### src/rtl/ext_bus_sizer.sv
`timescale 1ns/1ps
module ext_bus_sizer #(
  parameter logic [11:0] RSV_SEG = 12'h007,
  parameter logic [11:0] DEV_SEG = 12'h008,
  parameter logic [7:0]  LOW_TOP = 8'h00,
  parameter logic [7:0]  DRA_TOP = 8'h02,
  parameter logic [7:0]  DRB_TOP = 8'h03
) (
  input  logic        clk,
  input  logic        rst_n,
  input  logic        strap_wide,
  input  logic        cfg_we,
  input  logic [3:0]  cfg_wdata,
  output logic [3:0]  cfg_width,
  input  logic        req_valid,
  input  logic        req_write,
  input  logic [1:0]  req_size,
  input  logic [31:0] req_addr,
  input  logic [31:0] req_wdata,
  output logic        req_ready,
  output logic        done,
  output logic        err,
  output logic [31:0] rdata,
  output logic        ext_cs,
  output logic        ext_we,
  output logic [31:0] ext_addr,
  output logic [1:0]  ext_be,
  output logic [15:0] ext_wdata,
  input  logic [15:0] ext_rdata,
  input  logic        ext_ready
);

  logic [3:0]  width_q;
  logic        busy_q, wide_q, wr_q, done_q, err_q;
  logic [1:0]  size_q, idx_q, last_q;
  logic [31:0] base_q, wbuf_q, rbuf_q;

  logic [1:0]  bank;
  logic        bad;
  logic [1:0]  be;
  logic [15:0] wd;
  logic [31:0] rd_merge, wshift, hshift;
  logic [2:0]  off;

  function automatic logic [1:0] last_index(input logic wide, input logic [1:0] size);
    case (size)
      2'd0:    return 2'd0;
      2'd1:    return wide ? 2'd0 : 2'd1;
      default: return wide ? 2'd1 : 2'd3;
    endcase
  endfunction

  always_comb begin
    bad  = 1'b0;
    bank = 2'd0;
    if (req_addr[31:20] == RSV_SEG)      bad  = 1'b1;
    else if (req_addr[31:20] == DEV_SEG) bank = 2'd1;
    else if (req_addr[31:24] == LOW_TOP) bank = 2'd0;
    else if (req_addr[31:24] == DRA_TOP) bank = 2'd2;
    else if (req_addr[31:24] == DRB_TOP) bank = 2'd3;
    else                                 bad  = 1'b1;
  end

  wire accept   = req_valid && !busy_q;
  wire hs       = busy_q && ext_ready;
  wire is_last  = (idx_q == last_q);
  wire sel_wide = width_q[bank];

  always_ff @(posedge clk) begin
    if (!rst_n)      width_q <= {3'b000, strap_wide};
    else if (cfg_we) width_q <= cfg_wdata;
  end

  always_ff @(posedge clk) begin
    if (!rst_n) begin
      busy_q <= 1'b0; wide_q <= 1'b0; wr_q <= 1'b0;
      done_q <= 1'b0; err_q  <= 1'b0;
      size_q <= 2'd0; idx_q  <= 2'd0; last_q <= 2'd0;
      base_q <= '0;   wbuf_q <= '0;   rbuf_q <= '0;
    end else begin
      done_q <= 1'b0;
      err_q  <= 1'b0;
      if (accept) begin
        rbuf_q <= '0;
        if (bad) begin
          done_q <= 1'b1;
          err_q  <= 1'b1;
        end else begin
          busy_q <= 1'b1;
          wide_q <= sel_wide;
          wr_q   <= req_write;
          size_q <= req_size;
          idx_q  <= 2'd0;
          last_q <= last_index(sel_wide, req_size);
          base_q <= req_addr;
          wbuf_q <= req_wdata;
        end
      end else if (hs) begin
        if (!wr_q) rbuf_q <= rbuf_q | rd_merge;
        if (is_last) begin
          busy_q <= 1'b0;
          done_q <= 1'b1;
        end else begin
          idx_q <= idx_q + 2'd1;
        end
      end
    end
  end

  always_comb begin
    wshift = wbuf_q >> {idx_q, 3'b000};
    hshift = wbuf_q >> {idx_q, 4'b0000};
    off    = wide_q ? {idx_q, 1'b0} : {1'b0, idx_q};
    if (!wide_q) begin
      be       = 2'b01;
      wd       = {8'h00, wshift[7:0]};
      rd_merge = {24'h0, ext_rdata[7:0]} << {idx_q, 3'b000};
    end else if (size_q == 2'd0) begin
      be       = base_q[0] ? 2'b10 : 2'b01;
      wd       = {2{wbuf_q[7:0]}};
      rd_merge = {24'h0, base_q[0] ? ext_rdata[15:8] : ext_rdata[7:0]};
    end else begin
      be       = 2'b11;
      wd       = hshift[15:0];
      rd_merge = {16'h0, ext_rdata} << {idx_q, 4'b0000};
    end
  end

  assign ext_cs    = busy_q;
  assign ext_we    = busy_q & wr_q;
  assign ext_addr  = base_q + {29'd0, off};
  assign ext_be    = busy_q ? be : 2'b00;
  assign ext_wdata = wd;
  assign req_ready = !busy_q;
  assign done      = done_q;
  assign err       = err_q;
  assign rdata     = rbuf_q;
  assign cfg_width = width_q;

  AST_CFG_WRITE: assert property (@(posedge clk) disable iff (!rst_n)
    cfg_we |=> (cfg_width == $past(cfg_wdata)));
  AST_SUB_BOUND: assert property (@(posedge clk) disable iff (!rst_n)
    ext_cs |-> (idx_q <= last_q));
  AST_ADDR_STEP: assert property (@(posedge clk) disable iff (!rst_n)
    (hs && !is_last) |=> (ext_addr == $past(ext_addr) + (wide_q ? 32'd2 : 32'd1)));
  AST_NARROW_LANE: assert property (@(posedge clk) disable iff (!rst_n)
    (ext_cs && !wide_q) |-> (ext_be == 2'b01 && ext_wdata[15:8] == 8'h00));
  AST_HOLD_WAIT: assert property (@(posedge clk) disable iff (!rst_n)
    (ext_cs && !ext_ready) |=> (ext_cs && $stable(ext_addr) && $stable(ext_wdata) && $stable(ext_be)));
  AST_LAST_DONE: assert property (@(posedge clk) disable iff (!rst_n)
    (hs && is_last) |=> (done && !ext_cs));
  AST_ERR_NO_BUS: assert property (@(posedge clk) disable iff (!rst_n)
    err |-> (done && !ext_cs));
  AST_WIDTH_HELD: assert property (@(posedge clk) disable iff (!rst_n)
    (ext_cs && !(ext_ready && is_last)) |=> $stable(wide_q));

endmodule

### config.mk
export PLATFORM = sky130hd
export DESIGN_NAME = ext_bus_sizer
export DESIGN_NICKNAME = d
export VERILOG_FILES = /design/src/rtl/ext_bus_sizer.sv
export SDC_FILE = /design/constraint.sdc
export NUM_CORES = 1
export LEC_CHECK = 0
export CAP_MARGIN = 10
export CELL_PAD_IN_SITES_DETAIL_PLACEMENT = 0
export CELL_PAD_IN_SITES_GLOBAL_PLACEMENT = 1
export CORE_MARGIN = 2
export CORE_UTILIZATION = 33
export DETAILED_ROUTE_END_ITERATION = 8
export PLACE_DENSITY_LB_ADDON = 0.1
export SYNTH_ARGS = -nofsm -noshare
export SYNTH_HDL_FRONTEND = slang
export SYNTH_SLANG_ARGS = --single-unit
### constraint.sdc
create_clock -name clk -period 3.5 [get_ports clk]
set_clock_uncertainty 0.2 [all_clocks]
set_input_delay 0.35 -clock clk [delete_from_list [all_inputs] [get_ports clk]]
set_output_delay 0.35 -clock clk [all_outputs]
set_load 0.02 [all_outputs]
==> results_dict.tcl, run 1 <==
set metrics [dict create \
    die_y_um 133 \
    wl_met1_mm 7.84 \
    min_period_ps 3260 \
    r2r.worst_path.cells 7 \
    first_iter_violations 321 \
    cts_sinks 111 \
    max_freq_mhz 307 \
    status "finished clean" \
    path_clk_slew_ps 70 \
    ys_warn_count 0 \
    vdd_drop_max_mv 0.223 \
    dr_wl_met3_um 951 \
    dr_total_vias 5252 \
    post_cts_buffers 0 \
    min_to "wbuf_q[15]" \
    relSlewSlack 0.454 \
    maxCapViolations 0 \
    top_layer "met4" \
    tns_ps 0 \
    grt_pass1_vias 5257 \
    whs_path_depth 2 \
    synth.most_common_cell "nand2_1" \
    fin_crit_sh 0.932 \
    rsz0062_at_grt "no" \
    r2r_setup_slack_ps 1020 \
    wl_met2_mm 8.05 \
    syn_to_final_growth_pct 42.3 \
    maxSlewViolCount 0 \
    die_w_um 133 \
    syn_nets 754 \
    route.antenna.remaining_nets 0 \
    cts_tree "yes" \
    fillers 1624 \
    cp-start-kind "flop" \
    critPathRequiredTime_ps 2950 \
    worstPathMaxFanout 12 \
    holdWs_ps 269 \
    finalHoldViolCount 0 \
    cts-root-buf "clkbuf_16" \
    drive_above_1_share 0.0804 \
    synthCells 657 \
    dieArea_sq_um 17700 \
    wl_mm 17.0 \
    yosysUniqueCellTypes 46 \
    fin_ws_ps 238 \
    viasPerCell 4.99 \
    synth_top_cells_by_count "nand2_1 (144), dfxtp_1 (110), nor2_1 (62)" \
    h-tree-depth 3 \
    yosysSeqAreaShare 0.405 \
    power.total_mw 2.42 \
    ys_top_cells_by_area "dfxtp_1 (40%), nand2_1 (9.8%), a21oi_1 (4.4%)" \
    io_pins 184 \
    synth_area_leader_cell "dfxtp_1" \
    synth-edff-count 1 \
    nNetsFinal 927 \
    grt_pass1_wl_mm 27.1 \
    path_class "reg2out" \
    grt_max_degree 48 \
    power_leakage_nw 2.98 \
    track_usage 0.190 \
    place.port_buffers 183 \
    cp.arrival_ps 2710 \
    start_util 0.335 \
    worstSkewPairLatency_ps 350 \
    dr.pass1.iters 4 \
    num_antenna_cells 0 \
    fin_cells 1053 \
    grt_overflow 0 \
    antenna_found_initial 0 \
    syn_avg_cell_area_sq_um 8.39 \
    timing.rr.end "rdata[3]" \
    placedCellCount 1039 \
    routedWlPerCell_um 16.2 \
    worst_pin_slew_ps 813 \
    coreArea_sq_um 16500 \
    cts_buffers 9 \
    yosys.area.top_type_share 0.400 \
    setup_viol 0 \
    hpwlAfterDp_mm 12.6 \
    drc_errors 0 \
    hp-class "reg2reg" \
    cts_resized 21 \
    power.density_nw_per_um2 308 \
    syn-cell-area_sq_um 5510 \
    synth-main-ff-cell "dfxtp_1" \
    critPathCaptureType "output port" \
    gp_congestion 0.806 \
    hold_start "wbuf_q[15]" \
    r2r_start "wide_q" \
    preCtsSetupSlack_ps -140 \
    cts_buffer_depth 2 \
    cts_hold_buf 0 \
    synthArstFlopShare 0 \
    yosys_register_bits 111 \
    rows 47 \
]
flip-flops by register name, summed over array words and instances (netlist names):
signal     count
base_q        32
rdata         32
wbuf_q        32
cfg_width      4
idx_q          2
last_q         2
size_q         2
done           1
err            1
ext_cs         1
wide_q         1
wr_q           1
layer usage:
layer / vias to the layer above / GRT usage
li1: 2614 / -
met1: 2475 / 0.245
met2: 146 / 0.327
met3: 17 / 0.0464
met4: 0 / 0.0372
met5: - / 0
worst max-delay path by stage:
stage | from | to | cells after the start
after floorplan | wide_q | ext_addr[29] | 11
after global placement | idx_q[0] | ext_addr[27] | 9
after detailed placement | idx_q[0] | ext_addr[29] | 9
after CTS | wide_q | ext_addr[15] | 10
after global routing | idx_q[0] | ext_addr[22] | 10
final | wide_q | ext_addr[20] | 10
power breakdown:
group	internal, mW	switching (mW)	total [mW]
Sequential	1.27	0.00561	1.28
Clock	0.473	0.461	0.934
Combinational	0.128	0.0774	0.206
cells in the final DEF, fill, tap and decap left out, drive strengths merged, types with 2 or more instances in the layout:
master and count:
clkdlybuf4s50 155, nand2 144, dfxtp 110, a21boi 63, nor2 62, a21oi 48
xnor2 23, buf 18, a22oi 16, clkbuf 15, a22o 14, and3 14
nor2b 13, dlymetal6s2s 13, nand4 12, mux2 11, nand3 10, dlygate4sd2 9
xor2 8, mux4 8, a32o 8, nand2b 7, nor3 7, o21ai 7
inv 6, mux2i 5, and2 5, ha 3, nor4 2, a31oi 2
clkinvlp 2, clkinv 2
final cells by class:
class                           count  area, sq um  share of cell area
Timing Repair Buffer              200         1960               0.250
Tap cell                          220          275              0.0351
Multi-Input combinational cell    502         3090               0.394
Sequential cell                   111         2230               0.285
Clock inverter                      4         25.0             0.00319
Clock buffer                       10          229              0.0292
Inverter                            6         22.5             0.00287
worst max-delay path, stage by stage, from the launching register on:
cell and delay (ps):
dfxtp_1 370, buf_4 190, nand2b_1 160, nand2_1 100
fa_1 460, a21oi_2 250, nor4b_2 80, buf_4 170
nand2_1 100, xnor2_1 120, dlygate4sd2_1 350
cells by family after synthesis:
logic type                 share of synthesized area
adders and majority gates                     0.0104
and+or+nand+nor                                0.230
DFF                                            0.405
xor gates and xnor gates                      0.0493
muxes                                         0.0650
AOI/OAI and AO/OA                              0.202
buffers and inverters                         0.0384
through the flow:
stage / instance area (sq um) / utilization
4_1_cts: 7820 / 0.475
5_1_grt: 7840 / 0.476
6_report: 7840 / 0.476
3_5_place_dp: 7570 / 0.460
2_1_floorplan: 5510 / -
3_3_place_gp: 7570 / 0.460
No activity file was read; power rests on OpenSTA's default activity.
==> inputs of run 2 (changes only) <==
--- a/config.mk
+++ b/config.mk
@@ -15,3 +15,4 @@
 export SYNTH_ARGS = -nofsm -noshare
 export SYNTH_HDL_FRONTEND = slang
 export SYNTH_SLANG_ARGS = --single-unit
+export TNS_END_PERCENT = 20
==> run 2 against run 1 <==
  * Worst setup slack worse by 140 ps
  * Non-clock buffer count stayed put
  * Register-to-register slack about the same
  * Largest cell class unchanged
==> results_dict.tcl, run 2 (synthesized netlist as in run 1, its figures left out) <==
set metrics [dict create \
    status "finished clean" \
    critPathRequiredTime_ps 2950 \
    die_w_um 133 \
    nNetsFinal 927 \
    r2r.worst_path.cells 7 \
    p_seq_frac 0.528 \
    coreArea_sq_um 16500 \
    dr.pass1.iters 4 \
    worstSkewPairLatency_ps 350 \
    timing.rr.end "rdata[3]" \
    layout_common_cells "clkdlybuf4s50_1 (155), nand2_1 (144), dfxtp_1 (110)" \
    crit_end "ext_addr[30]" \
    fillers 1622 \
    r2r_start "wide_q" \
    path_class "reg2out" \
    worstPathMaxFanout 12 \
    place.port_buffers 183 \
    cp.arrival_ps 2850 \
    start_util 0.335 \
    vdd_drop_max_mv 0.223 \
    gp_congestion 0.806 \
    num_antenna_cells 0 \
    antenna_found_initial 0 \
    die_y_um 133 \
    final_common_cell "clkdlybuf4s50_1" \
    rows 47 \
    wl_mm 17.0 \
    grt_pass1_vias 5257 \
    power_leakage_nw 2.98 \
    maxCapViolations 0 \
    comb_power_share 0.085 \
    path_clk_slew_ps 70 \
    p_int_mw 1.87 \
    cts_sinks 111 \
    r2r_setup_slack_ps 1020 \
    worst_pin_slew_ps 813 \
    dieArea_sq_um 17700 \
    track_usage 0.190 \
    grt_max_degree 48 \
    cts-root-buf "clkbuf_16" \
    finalHoldViolCount 0 \
    fin_crit_sh 0.972 \
    h-tree-depth 3 \
    cp-start-kind "flop" \
    drc_errors 0 \
    p_sw_frac 0.226 \
    power.density_nw_per_um2 308 \
    crit_start "wide_q" \
    grt_overflow 0 \
    setup_viol 0 \
    first_iter_violations 321 \
    critPathCaptureType "output port" \
    grt_pass1_wl_mm 27.1 \
    drive_above_1_share 0.0780 \
    syn_to_final_growth_pct 42.5 \
    min_period_ps 3400 \
    io_pins 184 \
    hp-class "reg2reg" \
    holdWs_ps 265 \
    hpwlAfterDp_mm 12.6 \
    dr_total_vias 5262 \
    utilization 0.477 \
    power_frac_clock 0.387 \
    cts_buffer_depth 2 \
    relSlewSlack 0.454 \
    routedWlPerCell_um 16.2 \
    netSwitchingPower_uw 545 \
    maxSlewViolCount 0 \
    max_freq_mhz 294 \
    rsz0062_at_grt "yes" \
    cts_tree "yes" \
    route.antenna.remaining_nets 0 \
    power.total_mw 2.42 \
    cts_buffers 9 \
    viasPerCell 5.00 \
]
run 2: cell types whose count changed in the layout (fill, tap and decap cells not counted):
cell,change
clkdlybuf4s15_1,+2
clkbuf_2,-2
run 2: layout make-up:
cell class / count / area (sq um) / share of cell area
multi-input combinational: 502 / 3090 / 0.394
clock buffer: 10 / 229 / 0.0292
sequential: 111 / 2230 / 0.284
clock inverter: 4 / 25.0 / 0.00319
timing repair buffer: 200 / 1970 / 0.251
inverter: 6 / 22.5 / 0.00287
tap: 220 / 275 / 0.0351
run 2: power groups by stage:
stage                     sequential [mW]  combinational (mW)  clock (mW)
after floorplan                      1.31              0.0543           0
after global placement               1.31               0.206           0
after detailed placement             1.31               0.206           0
after CTS                            1.28               0.207       0.967
after global routing                 1.28               0.221        1.01
final                                1.28               0.206       0.936
run 2: layer usage:
metal	wire length (um)	part of all wire	global-route usage	up-vias
met5	0	0	0	-
met4	208	0.012	0.0372	0
met3	956	0.056	0.0464	17
met2	8070	0.47	0.327	158
met1	7800	0.46	0.245	2471
li1	-	-	-	2616
run 2: worst min path at each step:
stage / to / cells past startpoint / start / slack (ps)
final: wbuf_q[15] / 2 / wbuf_q[15] / 260
after global routing: wbuf_q[21] / 2 / wbuf_q[21] / 300
after CTS: wbuf_q[21] / 2 / wbuf_q[21] / 270
after detailed placement: wbuf_q[21] / 2 / wbuf_q[21] / 260
after global placement: rdata[4] / 2 / rdata[4] / 250
after floorplan: wbuf_q[24] / 2 / wbuf_q[24] / 240
run 2: repair_timing:
action	4_1_cts	5_1_grt
hold buffers	0	0
setup endpoints to repair	26	19
resized for setup	21	22
setup buffers	0	0
pin swaps	0	0
cloned	0	0
run 2: critical path, stage by stage (launching register included):
cell             delay, ps
dfxtp_1                370
buf_4                  190
nand2b_1               160
nand2_1                100
fa_1                   460
a21oi_2                250
nor4b_2                 80
buf_4                  170
and2_1                 180
nand2_1                 80
xnor2_1                120
clkdlybuf4s15_1        330
run 2: stage by stage:
stage	area, sq um	setup TNS (ps)	setup WS (ps)	cells
finish	7850	0	97.6	1053
global route	7850	-97.9	-50.4	1053
CTS	7820	0	1.19	1053
detailed placement	7570	-947	-140	1039
global placement	7570	0	4.22	1039
floorplan	5510	0	470	657
==> inputs of run 3 (changes only) <==
--- a/config.mk
+++ b/config.mk
@@ -9,8 +9,9 @@
 export CELL_PAD_IN_SITES_DETAIL_PLACEMENT = 0
 export CELL_PAD_IN_SITES_GLOBAL_PLACEMENT = 1
 export CORE_MARGIN = 2
-export CORE_UTILIZATION = 33
+export CORE_UTILIZATION = 46
 export DETAILED_ROUTE_END_ITERATION = 8
+export DONT_BUFFER_PORTS = 1
 export PLACE_DENSITY_LB_ADDON = 0.1
 export SYNTH_ARGS = -nofsm -noshare
 export SYNTH_HDL_FRONTEND = slang
==> run 3 against run 2 <==
  * Die area is 27% lower
  * Flip-flop and latch count unchanged
  * Combinational power shrank 32%
  * Global-route usage grew 6.2 points
  * Routed wire length fell by 6.1%
  * First-iteration DRC count shrank 2.5%
  * Register-to-register slack got worse by 560 ps
  * Worst setup slack improved by 94 ps
  * Maximum frequency is 2.8% higher
  * Critical endpoint unchanged
==> results_dict.tcl, run 3 (synthesized netlist as in run 1, its figures left out) <==
set metrics [dict create \
    start_util 0.476 \
    dr_total_vias 5171 \
    first_iter_violations 313 \
    status "finished clean" \
    grt_pass1_wl_mm 26.0 \
    maxCapViolations 0 \
    fin_crit_sh 0.945 \
    cp.arrival_ps 2760 \
    dpl_cell_area_sq_um 5880 \
    worstSkewPairLatency_ps 350 \
    viasPerCell 5.59 \
    max_freq_mhz 302 \
    num_antenna_cells 0 \
    grt_max_degree 52 \
    finalHoldViolCount 0 \
    antenna_found_initial 0 \
    worstPathMaxFanout 14 \
    power.total_mw 2.42 \
    placedCellCount 810 \
    io_pins 184 \
    nNetsFinal 874 \
    hpwlAfterDp_mm 10.6 \
    gp_congestion 0.802 \
    dr.pass1.iters 4 \
    route.antenna.remaining_nets 0 \
    post_cts_buffers 0 \
    min_period_ps 3310 \
    maxSlewViolCount 0 \
    critPathRequiredTime_ps 2950 \
    fin_ws_ps 191 \
    preCtsSetupSlack_ps 289 \
    drc_errors 0 \
    path_clk_slew_ps 70 \
    dieArea_sq_um 12900 \
    worst_pin_slew_ps 864 \
    die_y_um 113 \
    cts_tree "yes" \
    track_usage 0.252 \
    h-tree-depth 3 \
    syn_to_final_growth_pct 30.3 \
    fin_cells 925 \
    setup_viol 0 \
    power.density_nw_per_um2 337 \
    cts_buffers 9 \
    grt_overflow 0 \
    drive_above_1_share 0.118 \
    wl_mm 16.0 \
    critPathCaptureType "output port" \
    cp-start-kind "flop" \
    tns_ps 0 \
    rsz0062_at_grt "no" \
    holdWs_ps 38.1 \
    final_common_cell "nand2_1" \
    routedWlPerCell_um 17.3 \
    design_area_sq_um 7180 \
    grt_pass1_vias 5258 \
    hp-class "in2reg" \
    path_class "reg2out" \
    relSlewSlack 0.420 \
    rows 39 \
    coreArea_sq_um 11600 \
    utilization 0.621 \
    cts_buffer_depth 2 \
    vdd_drop_max_mv 0.291 \
    cts-root-buf "clkbuf_16" \
    die_w_um 113 \
    power_leakage_nw 2.71 \
    layout_common_cells "nand2_1 (144), dfxtp_1 (109), dlygate4sd3_1 (98)" \
    place.port_buffers 0 \
    fillers 1034 \
    cts_sinks 111 \
]
run 3: changes by cell type in the layout (fill, tap and decap cells not counted), moves of 2 or more:
cell,delta
clkdlybuf4s50_1,-155
nor2_1,+2
dlygate4sd3_1,+98
clkdlybuf4s15_1,-2
buf_4,+30
clkbuf_2,-3
dlygate4sd2_1,-9
dlymetal6s2s_1,-13
clkinv_4,+3
clkinvlp_4,-2
clkinv_2,-2
run 3: critical path, stage by stage (launching register included):
cell and delay, ps:
dfxtp_2 490, nor2_1 80, buf_4 180, ha_1 210, fa_1 410, a21oi_1 330, nor4b_4 130, and2_1 200
nand2_1 80, xnor2_1 130, buf_4 170
run 3: report_power, final:
| group | switching, mW | internal [mW] | total (mW) |
|---|---|---|---|
| logic | 0.0504 | 0.0892 | 0.140 |
| registers | 0.0125 | 1.27 | 1.28 |
| clock network | 0.486 | 0.510 | 0.997 |
| total | 0.549 | 1.87 | 2.42 |
run 3: final timing paths:
path	startpoint	to	slack, ps	depth (start not counted)
max reg2reg	ext_cs	wbuf_q[2]	460	6
max	wide_q	ext_addr[30]	190	10
min reg2reg	last_q[1]	last_q[1]	270	2
min	strap_wide	cfg_width[0]	40	1
run 3: routing by layer:
metal  track usage  up-vias  wire length, um
li1              -     2520                -
met1         0.315     2469             7050
met2         0.431      159             7770
met3        0.0489       23              869
met4        0.0976        0              312
met5             0        -                0
run 3: cell type report:
type | instances | area, sq um | area share
multi-input combinational | 502 | 3080 | 0.429
inverter | 6 | 22.5 | 0.00314
tap | 143 | 179 | 0.0249
clock buffer | 11 | 243 | 0.0338
sequential | 111 | 2230 | 0.311
clock inverter | 5 | 41.3 | 0.00575
timing repair buffer | 147 | 1380 | 0.192
run 3: timing repair:
item | 4_1_cts | 5_1_grt
hold buffers | 99 | 0
hold endpoints to repair | 86 | 0
resized for setup | 2 | 3
endpoints found under the setup margin | 15 | 19
pin swaps | 0 | 1
